`src/rtl/sdram_init_pkg.sv`:
```
package sdram_init_pkg;

    typedef enum logic [1:0] {
        CMD_NOP  = 2'd0,
        CMD_MRS  = 2'd1,
        CMD_REF  = 2'd2,
        CMD_PALL = 2'd3
    } sdram_cmd_e;

    typedef enum logic [1:0] {
        ST_WAIT  = 2'd0,
        ST_ISSUE = 2'd1,
        ST_DONE  = 2'd2
    } seq_state_e;

    typedef struct packed {
        logic [1:0] cas_code;
        logic       fast_clk;
        logic       wide_bus;
        logic [7:0] preload;
    } init_cfg_t;

    // Command list: precharge, nop, n_ref x (refresh, nop), mode set, nop
    function automatic sdram_cmd_e cmd_at(input int unsigned idx, input int unsigned n_ref);
        sdram_cmd_e c;
        if (idx == 0)
            c = CMD_PALL;
        else if (idx == 2 * n_ref + 2)
            c = CMD_MRS;
        else if (idx >= 2 && idx < 2 * n_ref + 2 && idx[0] == 1'b0)
            c = CMD_REF;
        else
            c = CMD_NOP;
        return c;
    endfunction

    function automatic logic [7:0] mode_value(input init_cfg_t cfg);
        logic       cas_two;
        logic [7:0] base;
        cas_two = cfg.fast_clk ? (cfg.cas_code == 2'd0) : (cfg.cas_code == 2'd1);
        base    = cas_two ? 8'h40 : 8'h60;
        if (cfg.preload != 8'h00)
            return cfg.preload;
        return cfg.wide_bus ? base : (base >> 1);
    endfunction

endpackage

```
`src/rtl/sdram_mode_calc.sv`:
```
module sdram_mode_calc
    import sdram_init_pkg::*;
(
    input  init_cfg_t  cfg,
    output logic [7:0] mode_o
);
    always_comb mode_o = mode_value(cfg);
endmodule

```
`src/rtl/sdram_step_counter.sv`:
```
module sdram_step_counter #(
    parameter int unsigned WIDTH = 16
) (
    input  logic             clk,
    input  logic             rst,
    input  logic             restart,
    output logic [WIDTH-1:0] count
);
    always_ff @(posedge clk) begin
        if (rst || restart)
            count <= '0;
        else
            count <= count + 1'b1;
    end
endmodule

```
`src/rtl/sdram_cmd_list.sv`:
```
module sdram_cmd_list
    import sdram_init_pkg::*;
#(
    parameter int unsigned N_REF = 8,
    parameter int unsigned IDX_W = 5
) (
    input  logic [IDX_W-1:0] idx,
    output sdram_cmd_e       cmd
);
    always_comb cmd = cmd_at(int'(idx), N_REF);
endmodule

```
`src/rtl/sdram_init_seq.sv`:
```
module sdram_init_seq
    import sdram_init_pkg::*;
#(
    parameter int unsigned CLK_MHZ     = 100,
    parameter int unsigned WAIT_US     = 200,
    parameter int unsigned HOLD_CYCLES = 5,
    parameter int unsigned N_REF       = 8,
    parameter int unsigned PASSES      = 2
) (
    input  logic       clk,
    input  logic       rst,
    input  logic [1:0] cas_code,
    input  logic       fast_clk,
    input  logic       wide_bus,
    input  logic [7:0] mode_preload,
    output logic [1:0] cmd_o,
    output logic [7:0] mode_data_o,
    output logic       refresh_inhibit_o,
    output logic       done_o
);
    localparam int unsigned WAIT_CYCLES = CLK_MHZ * WAIT_US;
    localparam int unsigned N_CMDS      = 2 * N_REF + 4;
    localparam int unsigned MAX_COUNT   = (WAIT_CYCLES > HOLD_CYCLES) ? WAIT_CYCLES : HOLD_CYCLES;
    localparam int unsigned CNT_W       = $clog2(MAX_COUNT + 1);
    localparam int unsigned IDX_W       = $clog2(N_CMDS);
    localparam int unsigned PASS_W      = $clog2(PASSES + 1);
    localparam logic [CNT_W-1:0]  WAIT_LAST = CNT_W'(WAIT_CYCLES - 1);
    localparam logic [CNT_W-1:0]  HOLD_LAST = CNT_W'(HOLD_CYCLES - 1);
    localparam logic [IDX_W-1:0]  IDX_LAST  = IDX_W'(N_CMDS - 1);
    localparam logic [PASS_W-1:0] PASS_LAST = PASS_W'(PASSES - 1);

    seq_state_e        state_q;
    logic [IDX_W-1:0]  idx_q;
    logic [PASS_W-1:0] pass_q;
    logic [CNT_W-1:0]  cnt;
    logic              at_limit;
    sdram_cmd_e        list_cmd;
    init_cfg_t         cfg;

    assign cfg = '{cas_code: cas_code, fast_clk: fast_clk,
                   wide_bus: wide_bus, preload: mode_preload};

    sdram_mode_calc u_mode (
        .cfg    (cfg),
        .mode_o (mode_data_o)
    );

    sdram_cmd_list #(.N_REF(N_REF), .IDX_W(IDX_W)) u_list (
        .idx (idx_q),
        .cmd (list_cmd)
    );

    always_comb begin
        case (state_q)
            ST_WAIT:  at_limit = (cnt == WAIT_LAST);
            ST_ISSUE: at_limit = (cnt == HOLD_LAST);
            default:  at_limit = 1'b1;
        endcase
    end

    sdram_step_counter #(.WIDTH(CNT_W)) u_cnt (
        .clk     (clk),
        .rst     (rst),
        .restart (at_limit),
        .count   (cnt)
    );

    always_ff @(posedge clk) begin
        if (rst) begin
            state_q <= ST_WAIT;
            idx_q   <= '0;
            pass_q  <= '0;
        end else begin
            case (state_q)
                ST_WAIT: if (at_limit) begin
                    state_q <= ST_ISSUE;
                    idx_q   <= '0;
                end
                ST_ISSUE: if (at_limit) begin
                    if (idx_q == IDX_LAST) begin
                        idx_q <= '0;
                        if (pass_q == PASS_LAST) begin
                            state_q <= ST_DONE;
                        end else begin
                            pass_q  <= pass_q + 1'b1;
                            state_q <= ST_WAIT;
                        end
                    end else begin
                        idx_q <= idx_q + 1'b1;
                    end
                end
                default: state_q <= ST_DONE;
            endcase
        end
    end

    assign cmd_o             = (state_q == ST_ISSUE) ? list_cmd : CMD_NOP;
    assign done_o            = (state_q == ST_DONE);
    assign refresh_inhibit_o = (state_q != ST_DONE);

    // completion is sticky
    a_r6_done_sticky: assert property (@(posedge clk) disable iff (rst)
        done_o |=> done_o);

    // refresh released only together with done
    a_r5_release_with_done: assert property (@(posedge clk) disable iff (rst)
        $fell(refresh_inhibit_o) |-> done_o);

    // a command change inside the list happens only after a full hold
    a_r2_hold_full: assert property (@(posedge clk) disable iff (rst)
        (state_q == ST_ISSUE && $past(state_q) == ST_ISSUE && cmd_o != $past(cmd_o))
            |-> $past(cnt) == HOLD_LAST);

    // each list starts with precharge all
    a_r1_first_precharge: assert property (@(posedge clk) disable iff (rst)
        (state_q == ST_ISSUE && $past(state_q) == ST_WAIT) |-> cmd_o == CMD_PALL);

    // done only after the final pass
    a_r4_done_after_last_pass: assert property (@(posedge clk) disable iff (rst)
        $rose(done_o) |-> ($past(pass_q) == PASS_LAST && $past(state_q) == ST_ISSUE));
endmodule

```
`config.mk`:
```
export PLATFORM = sky130hd
export DESIGN_NAME = sdram_init_seq
export DESIGN_NICKNAME = d
export VERILOG_FILES = /design/src/rtl/sdram_init_pkg.sv /design/src/rtl/sdram_mode_calc.sv /design/src/rtl/sdram_step_counter.sv /design/src/rtl/sdram_cmd_list.sv /design/src/rtl/sdram_init_seq.sv
export SDC_FILE = /design/constraint.sdc
export NUM_CORES = 1
export LEC_CHECK = 0
export BUFFER_PORTS_ARGS = -buffer_cell sky130_fd_sc_hd__buf_2
export CAP_MARGIN = 20
export CORE_MARGIN = 4
export CORE_UTILIZATION = 54
export CTS_CLUSTER_SIZE = 10
export DETAILED_ROUTE_END_ITERATION = 12
export PLACE_DENSITY = 0.88
export SKIP_CTS_REPAIR_TIMING = 1
export SLEW_MARGIN = 5
export SYNTH_ARGS = -nofsm -noshare
export SYNTH_HDL_FRONTEND = slang
export SYNTH_HIERARCHICAL = 1
export SYNTH_SLANG_ARGS = --single-unit
```
`constraint.sdc`:
```
create_clock -name clk -period 2.1 [get_ports clk]
set_input_delay 0.21 -clock clk [delete_from_list [all_inputs] [get_ports clk]]
set_output_delay 0.21 -clock clk [all_outputs]
set_load 0.01 [all_outputs]
```
==> results of run 1 <==
sequential cells by signal, indices dropped and copies added (netlist names):
register,cells
pass_q,2
idx_q,5
u_cnt/count,15
state_q,2
per-layer routing:
layer | part of all wire (%) | up-vias
met1 | 43 | 629
met4 | 1.5 | 0
met3 | 5.4 | 6
li1 | - | 679
met5 | 0 | -
met2 | 50 | 46
final cells by class:
cell class	count	area, µm²
inverters	8	30.0
flip-flops and latches	24	480
clock inverters	1	30.0
well taps	30	37.5
fillers	204	863
multi-input cells	127	881
clock buffers	3	22.5
repair buffers	29	155
cell usage after synthesis, types with 2 or more instances:
cell       n
dfxtp_1   24
nand2_1   13
nor2_1    13
a21oi_1   10
nor4_1    10
or3_1      9
nand3_1    8
inv_1      7
nand4_1    7
clkbuf_1   6
o21ai_0    6
mux2i_1    5
a32o_1     3
ha_1       3
o31ai_1    3
or4_1      3
xnor2_1    3
a221o_1    2
and2_2     2
mux2_2     2
nor4_4     2
or2b_1     2
xor2_1     2
report_power, final:
part	internal (W)	total, W	leakage (nW)	switching, W
sequential	0.000461	0.000466	0.194	0.00000573
clock	0.000194	0.000351	0.0279	0.000158
combinational	0.0000351	0.0000825	0.390	0.0000474
total	0.000689	0.000900	0.612	0.000211
metrics by stage:
stage          util [%]  total power, W  setup slack (ns)
2_1_floorplan         -        0.000520             0.187
3_3_place_gp       63.4        0.000554             0.239
4_1_cts            65.5        0.000901             0.113
3_5_place_dp       63.4        0.000558             0.163
6_report           65.5        0.000900             0.213
5_1_grt            65.5        0.000931            0.0542
critical path, delay by kind of cell (launching register included):
family | cells | cell delay [ns]
DFF | 1 | 0.48
AOI/OAI and AO/OA | 2 | 0.39
and+or+nand+nor | 4 | 0.96
worst min path at each step:
stage | startpoint | to | cells after the start
final | rst | state_q[1]$_SDFFE_PP0P_ | 2
after global routing | rst | state_q[1]$_SDFFE_PP0P_ | 2
after CTS | rst | state_q[1]$_SDFFE_PP0P_ | 2
after detailed placement | u_cnt/count[13]$_SDFF_PP0_ | u_cnt/count[13]$_SDFF_PP0_ | 2
after global placement | u_cnt/count[14]$_SDFF_PP0_ | u_cnt/count[14]$_SDFF_PP0_ | 2
after floorplan | rst | u_cnt/count[6]$_SDFF_PP0_ | 2
cells in the final DEF, fill, tap and decap left out, types with 2 or more instances in the layout:
cell      instances
a21oi_1          10
a221o_1           2
a32o_1            3
and2_2            2
buf_2            25
buf_4             4
clkbuf_4          3
dfxtp_1          24
ha_1              3
inv_1             7
mux2_2            2
mux2i_1           5
nand2_1          13
nand3_1           8
nand4_1           7
nor2_1           13
nor4_1           10
nor4_4            2
o21ai_0           5
o31ai_1           3
or2b_1            2
or3_1             9
or4_1             3
xnor2_1           3
xor2_1            2
cell families after synthesis:
family / synth area share, %
buffers and inverters: 4.39
adder cells (fa/ha/maj): 2.64
AO/OA/AOI/OAI: 13.7
XOR/XNOR: 3.08
multiplexers: 5.10
AND/OR/NAND/NOR: 37.3
flip-flops: 33.7
==> metrics.md, run 1 <==
| Metric | Value |
|---|---|
| Met2 Usage GRT | 35.1% |
| Post-Syn Instances | 166 |
| Max stage delay on crit path | 0.48 ns |
| Final Critical Period | 1.89 ns |
| Placer Congestion | 0.862 |
| Share of layout cells above drive strength 1 | 25.5% |
| Core footprint | 2500 µm² |
| Row count | 18 |
| WHS | 0.258 ns |
| First-pass GRT wire length | 5530 µm |
| 1st-iter DRT viols | 96 |
| PwrDens | 550 nW/µm² |
| Clock root buffer | clkbuf_4 |
| Endpoints failing setup | 0 |
| CP Max Fanout | 11 |
| Max-cap check violation count | 0 |
| CTS tree | done |
| Worst reg2reg endpoint | u_cnt/count[12]$_SDFF_PP0_ |
| Post-synth ARST share | 0% |
| Die ar. | 3520 µm² |
| #FFs+latches synth | 24 |
| Final ANT Viol Nets | 0 |
| Sequential fraction of the synthesis area | 33.7% |
| Worst path cell trace | nor2b_4, nor4_1, o21ai_1, nand2_1, or2_2, a21oi_1 |
| Syn Nets | 183 |
| Largest net degree at the start of global routing | 16 |
| CTS max path bufs | 2 |
| Period utilization | 89.9% |
| Final hold vios | 0 |
| Top FF cell, synth | dfxtp_1 |
| Grt ovf | 0 |
| P&R area growth vs syn | 14.9% |
| Routed vias | 1360 |
| Setup crit start | state_q[0]$_SDFFE_PP0P_ |
| RSZ-0062 raised after global routing | no |
| Max IR drop VDD | 0.422 mV |
| Cts bufs inserted | 3 |
| Fin Clk Skew | 0.0105 ns |
| Initial antenna violation count | 0 |
| Design area | 1640 µm² |
| Top Usage Layer GRT | met2 |
| Reg clk slew, reported paths | 0.14 ns |
| Global routing usage on met1 | 24.3% |
| Setup crit start kind | register |
| Relative slew slack | 66.9% |
| Nets | 210 |
| Arrival time at the worst endpoint | 2.18 ns |
| Yosys warnings | 6 |
| Ant diodes | 0 |
| GR Util met3 | 4.14% |
| Max Freq | 530 MHz |
| Clock sink count | 24 |
| Slew Limit Fails | 0 |
| Initial core utilization | 57.0% |
| Count of non-filler cells in the finished layout | 222 |
| Vias in the first global route | 1286 |
| Ports | 26 |
| Gr usage total | 20.6% |
| Final wirelength | 3290 µm |
| Syn avg cell area | 8.58 µm² |
| Per-cell routed wire length | 14.8 µm |
| Synthesized area | 1420 µm² |
| Dpl cells | 218 |
| DRC errors left | 0 |
| Post-DP Area | 1580 µm² |
| Latest clock arrival within the worst-skew pair | 0.34 ns |
| Crit-path slowest cell | dfxtp_1 |
| Vias/cell | 6.13 |
| Worst hold-check path type | in -> reg |
| Synth cell types | 44 |
| Post-synth EDFFs | 0 |
| Dpl hpwl | 2430 µm |
| Sum of negative setup slack | 0 ns |
| Critical path required time | 2.39 ns |
| Horiz. Die Dim | 59.4 µm |
| Worst Setup EP | u_cnt/count[12]$_SDFF_PP0_ |
| H-tree depth | 1 |
| FF-to-FF Start | state_q[0]$_SDFFE_PP0P_ |
| Synth top area cells | dfxtp_1, nor4_1, or3_1 |
| Status | complete, no violations |
| Worst Max-Slew Pin Slew | 0.497 ns |
| Cell taking the most area after synthesis | dfxtp_1 |
| Die Ht | 59.4 µm |
| Port-buffer cells | 25 |
| Worst setup path class | reg -> reg |
| Top-area cell type share of the netlist area | 33.7% |
| CP Capture Type | register |
| R2R cell count | 6 |
| 1st-pass router iterations | 4 |
| P_leak | 0.612 nW |
| Reg2reg setup slack | 0.21 ns |
(Power assumes the default switching activity.)
==> run 2, diff against run 1 <==
Settings changed: BUFFER_PORTS_ARGS -buffer_cell sky130_fd_sc_hd__buf_2 to -buffer_cell sky130_fd_sc_hd__buf_4, MAX_ROUTING_LAYER set to met4.
==> metrics.md, run 2 (synthesis results as in run 1) <==
| Metric | Value |
|---|---|
| Ports | 26 (unchanged) |
| FILL cells | 188 (was 204) |
| Dpl cells | 218 (unchanged) |
| First-pass GRT wire length | 5770 µm (was 5530 µm) |
| Final hold vios | 0 (unchanged) |
| Horiz. Die Dim | 59.4 µm (unchanged) |
| Core footprint | 2500 µm² (unchanged) |
| Largest net degree at the start of global routing | 16 (unchanged) |
| Worst hold-check path type | in -> reg (unchanged) |
| CP Capture Type | register (unchanged) |
| DRC errors left | 0 (unchanged) |
| Worst Hold Path Cells | 2 (unchanged) |
| Period utilization | 90.8% (was 89.9%) |
| CTS tree | done (unchanged) |
| Placer Congestion | 0.859 (was 0.862) |
| Routed vias | 1394 (was 1360) |
| Reg with most FFs | u_cnt/count (unchanged) |
| Count of non-filler cells in the finished layout | 222 (unchanged) |
| RSZ-0062 raised after global routing | no (unchanged) |
| R2R cell count | 6 (unchanged) |
| Worst reg2reg endpoint | u_cnt/count[3]$_SDFF_PP0_ (was u_cnt/count[12]$_SDFF_PP0_) |
| Cts bufs inserted | 3 (unchanged) |
| CP Max Fanout | 11 (unchanged) |
| Setup crit start kind | register (unchanged) |
| Share of layout cells above drive strength 1 | 25.5% (unchanged) |
| Clock sink count | 24 (unchanged) |
| Max Freq | 525 MHz (was 530 MHz) |
| Slew Limit Fails | 0 (unchanged) |
| Fin Clk Skew | 0.0150 ns (was 0.0105 ns) |
| Per-cell routed wire length | 15.8 µm (was 14.8 µm) |
| Commonest cells after routing, fill and taps aside | buf_4, dfxtp_1, nor2_1, nand2_1 (was buf_2, dfxtp_1, nor2_1, nand2_1) |
| Worst setup path class | reg -> reg (unchanged) |
| Port-buffer cells | 25 (unchanged) |
| Grt ovf | 0 (unchanged) |
| Gr usage total | 21.8% (was 20.6%) |
| Number of flip-flops in the largest register | 15 (unchanged) |
| Final ANT Viol Nets | 0 (unchanged) |
| Die ar. | 3520 µm² (unchanged) |
| Clock root buffer | clkbuf_4 (unchanged) |
| P_leak | 0.632 nW (was 0.612 nW) |
| Die Ht | 59.4 µm (unchanged) |
| 1st-iter DRT viols | 93 (was 96) |
| Status | complete, no violations (unchanged) |
| P&R area growth vs syn | 19.3% (was 14.9%) |
| Nets | 210 (unchanged) |
| Register area | 480 µm² (unchanged) |
| Vias in the first global route | 1397 (was 1286) |
| Area of the multi-input gates | 881 µm² (unchanged) |
| Row count | 18 (unchanged) |
| Setup crit start | u_cnt/count[6]$_SDFF_PP0_ (was state_q[0]$_SDFFE_PP0P_) |
| Relative slew slack | 70.4% (was 66.9%) |
| Design area | 1700 µm² (was 1640 µm²) |
| Post-DP Area | 1650 µm² (was 1580 µm²) |
| Arrival time at the worst endpoint | 2.13 ns (was 2.18 ns) |
| FF-to-FF Start | u_cnt/count[6]$_SDFF_PP0_ (was state_q[0]$_SDFFE_PP0P_) |
| H-tree depth | 1 (unchanged) |
| Initial antenna violation count | 0 (unchanged) |
| Final Critical Period | 1.91 ns (was 1.89 ns) |
| Final wirelength | 3510 µm (was 3290 µm) |
| Critical path required time | 2.33 ns (was 2.39 ns) |
| Max-cap check violation count | 0 (unchanged) |
| Crit-path slowest cell | nor4_1 (was dfxtp_1) |
| Initial core utilization | 57.0% (unchanged) |
| Commonest non-fill, non-tap cell in the layout | buf_4 (was buf_2) |
| 1st-pass router iterations | 4 (unchanged) |
| Reg2reg setup slack | 0.19 ns (was 0.21 ns) |
| Dpl hpwl | 2700 µm (was 2430 µm) |
| Endpoints failing setup | 0 (unchanged) |
| Latest clock arrival within the worst-skew pair | 0.34 ns (about the same) |
| Final core utilization | 68.0% (was 65.5%) |
| Worst Setup EP | u_cnt/count[3]$_SDFF_PP0_ (was u_cnt/count[12]$_SDFF_PP0_) |
| Ant diodes | 0 (unchanged) |
| Top flop regs | u_cnt/count: 15 flops, idx_q: 5 flops (unchanged) |
| Sum of negative setup slack | 0 ns (unchanged) |
| CTS max path bufs | 2 (unchanged) |
| Max IR drop VDD | 0.522 mV (was 0.422 mV) |
| Reg clk slew, reported paths | 0.15 ns (was 0.14 ns) |
| Worst Max-Slew Pin Slew | 0.440 ns (was 0.497 ns) |
| Vias/cell | 6.28 (was 6.13) |
| PwrDens | 535 nW/µm² (was 550 nW/µm²) |
| Max stage delay on crit path | 0.42 ns (was 0.48 ns) |
| Worst path cell trace | nor4_1, and3_1, o21ai_1, nand2_1, or2_2, nor2_1 (was nor2b_4, nor4_1, o21ai_1, nand2_1, or2_2, a21oi_1) |
| Overall power | 0.000909 W (was 0.000900 W) |
## run 2: cell counts in the layout (fill, tap and decap cells not counted)
No cell type changed its count.
## run 2: layout make-up
class,count,share of cell area [%]
multi-input combinational,127,51.8
sequential,24,28.3
timing repair buffer,29,12.8
tap,30,2.21
clock inverter,1,1.77
inverter,8,1.77
clock buffer,3,1.33
## run 2: where the power goes
group	internal [W]	switching, W	total [W]
clock network	0.000193	0.000153	0.000346
registers	0.000461	0.00000584	0.000466
logic	0.0000465	0.0000499	0.0000964
total	0.000700	0.000209	0.000909
## run 2: worst min-delay path by stage
stage                                  to                  startpoint  slack, ns
5_1_grt           state_q[1]$_SDFFE_PP0P_                         rst       0.18
4_1_cts           state_q[1]$_SDFFE_PP0P_                         rst       0.18
6_report          state_q[1]$_SDFFE_PP0P_                         rst       0.18
3_3_place_gp   u_cnt/count[14]$_SDFF_PP0_  u_cnt/count[14]$_SDFF_PP0_       0.48
2_1_floorplan   u_cnt/count[6]$_SDFF_PP0_                         rst       0.38
3_5_place_dp   u_cnt/count[13]$_SDFF_PP0_  u_cnt/count[13]$_SDFF_PP0_       0.50
## run 2: through the flow
step	hold WS (ns)	setup WS, ns
2_1_floorplan	0.378	0.187
3_3_place_gp	0.477	0.246
3_5_place_dp	0.495	0.141
4_1_cts	0.180	0.103
5_1_grt	0.180	0.102
6_report	0.176	0.194
## run 2: worst max-delay path: cells and delay by family (launching register included)
kind | cells | cell delay (ns)
AO/OA/AOI/OAI | 1 | 0.15
flip-flops | 1 | 0.40
AND/OR/NAND/NOR | 5 | 1.25
## run 2: routing by layer
layer	GRT usage [%]	vias up	wire, µm
met4	7.44	0	48
met2	39.9	63	1870
met5	-	-	0
met3	4.58	7	204
met1	22.8	648	1380
li1	-	676	-
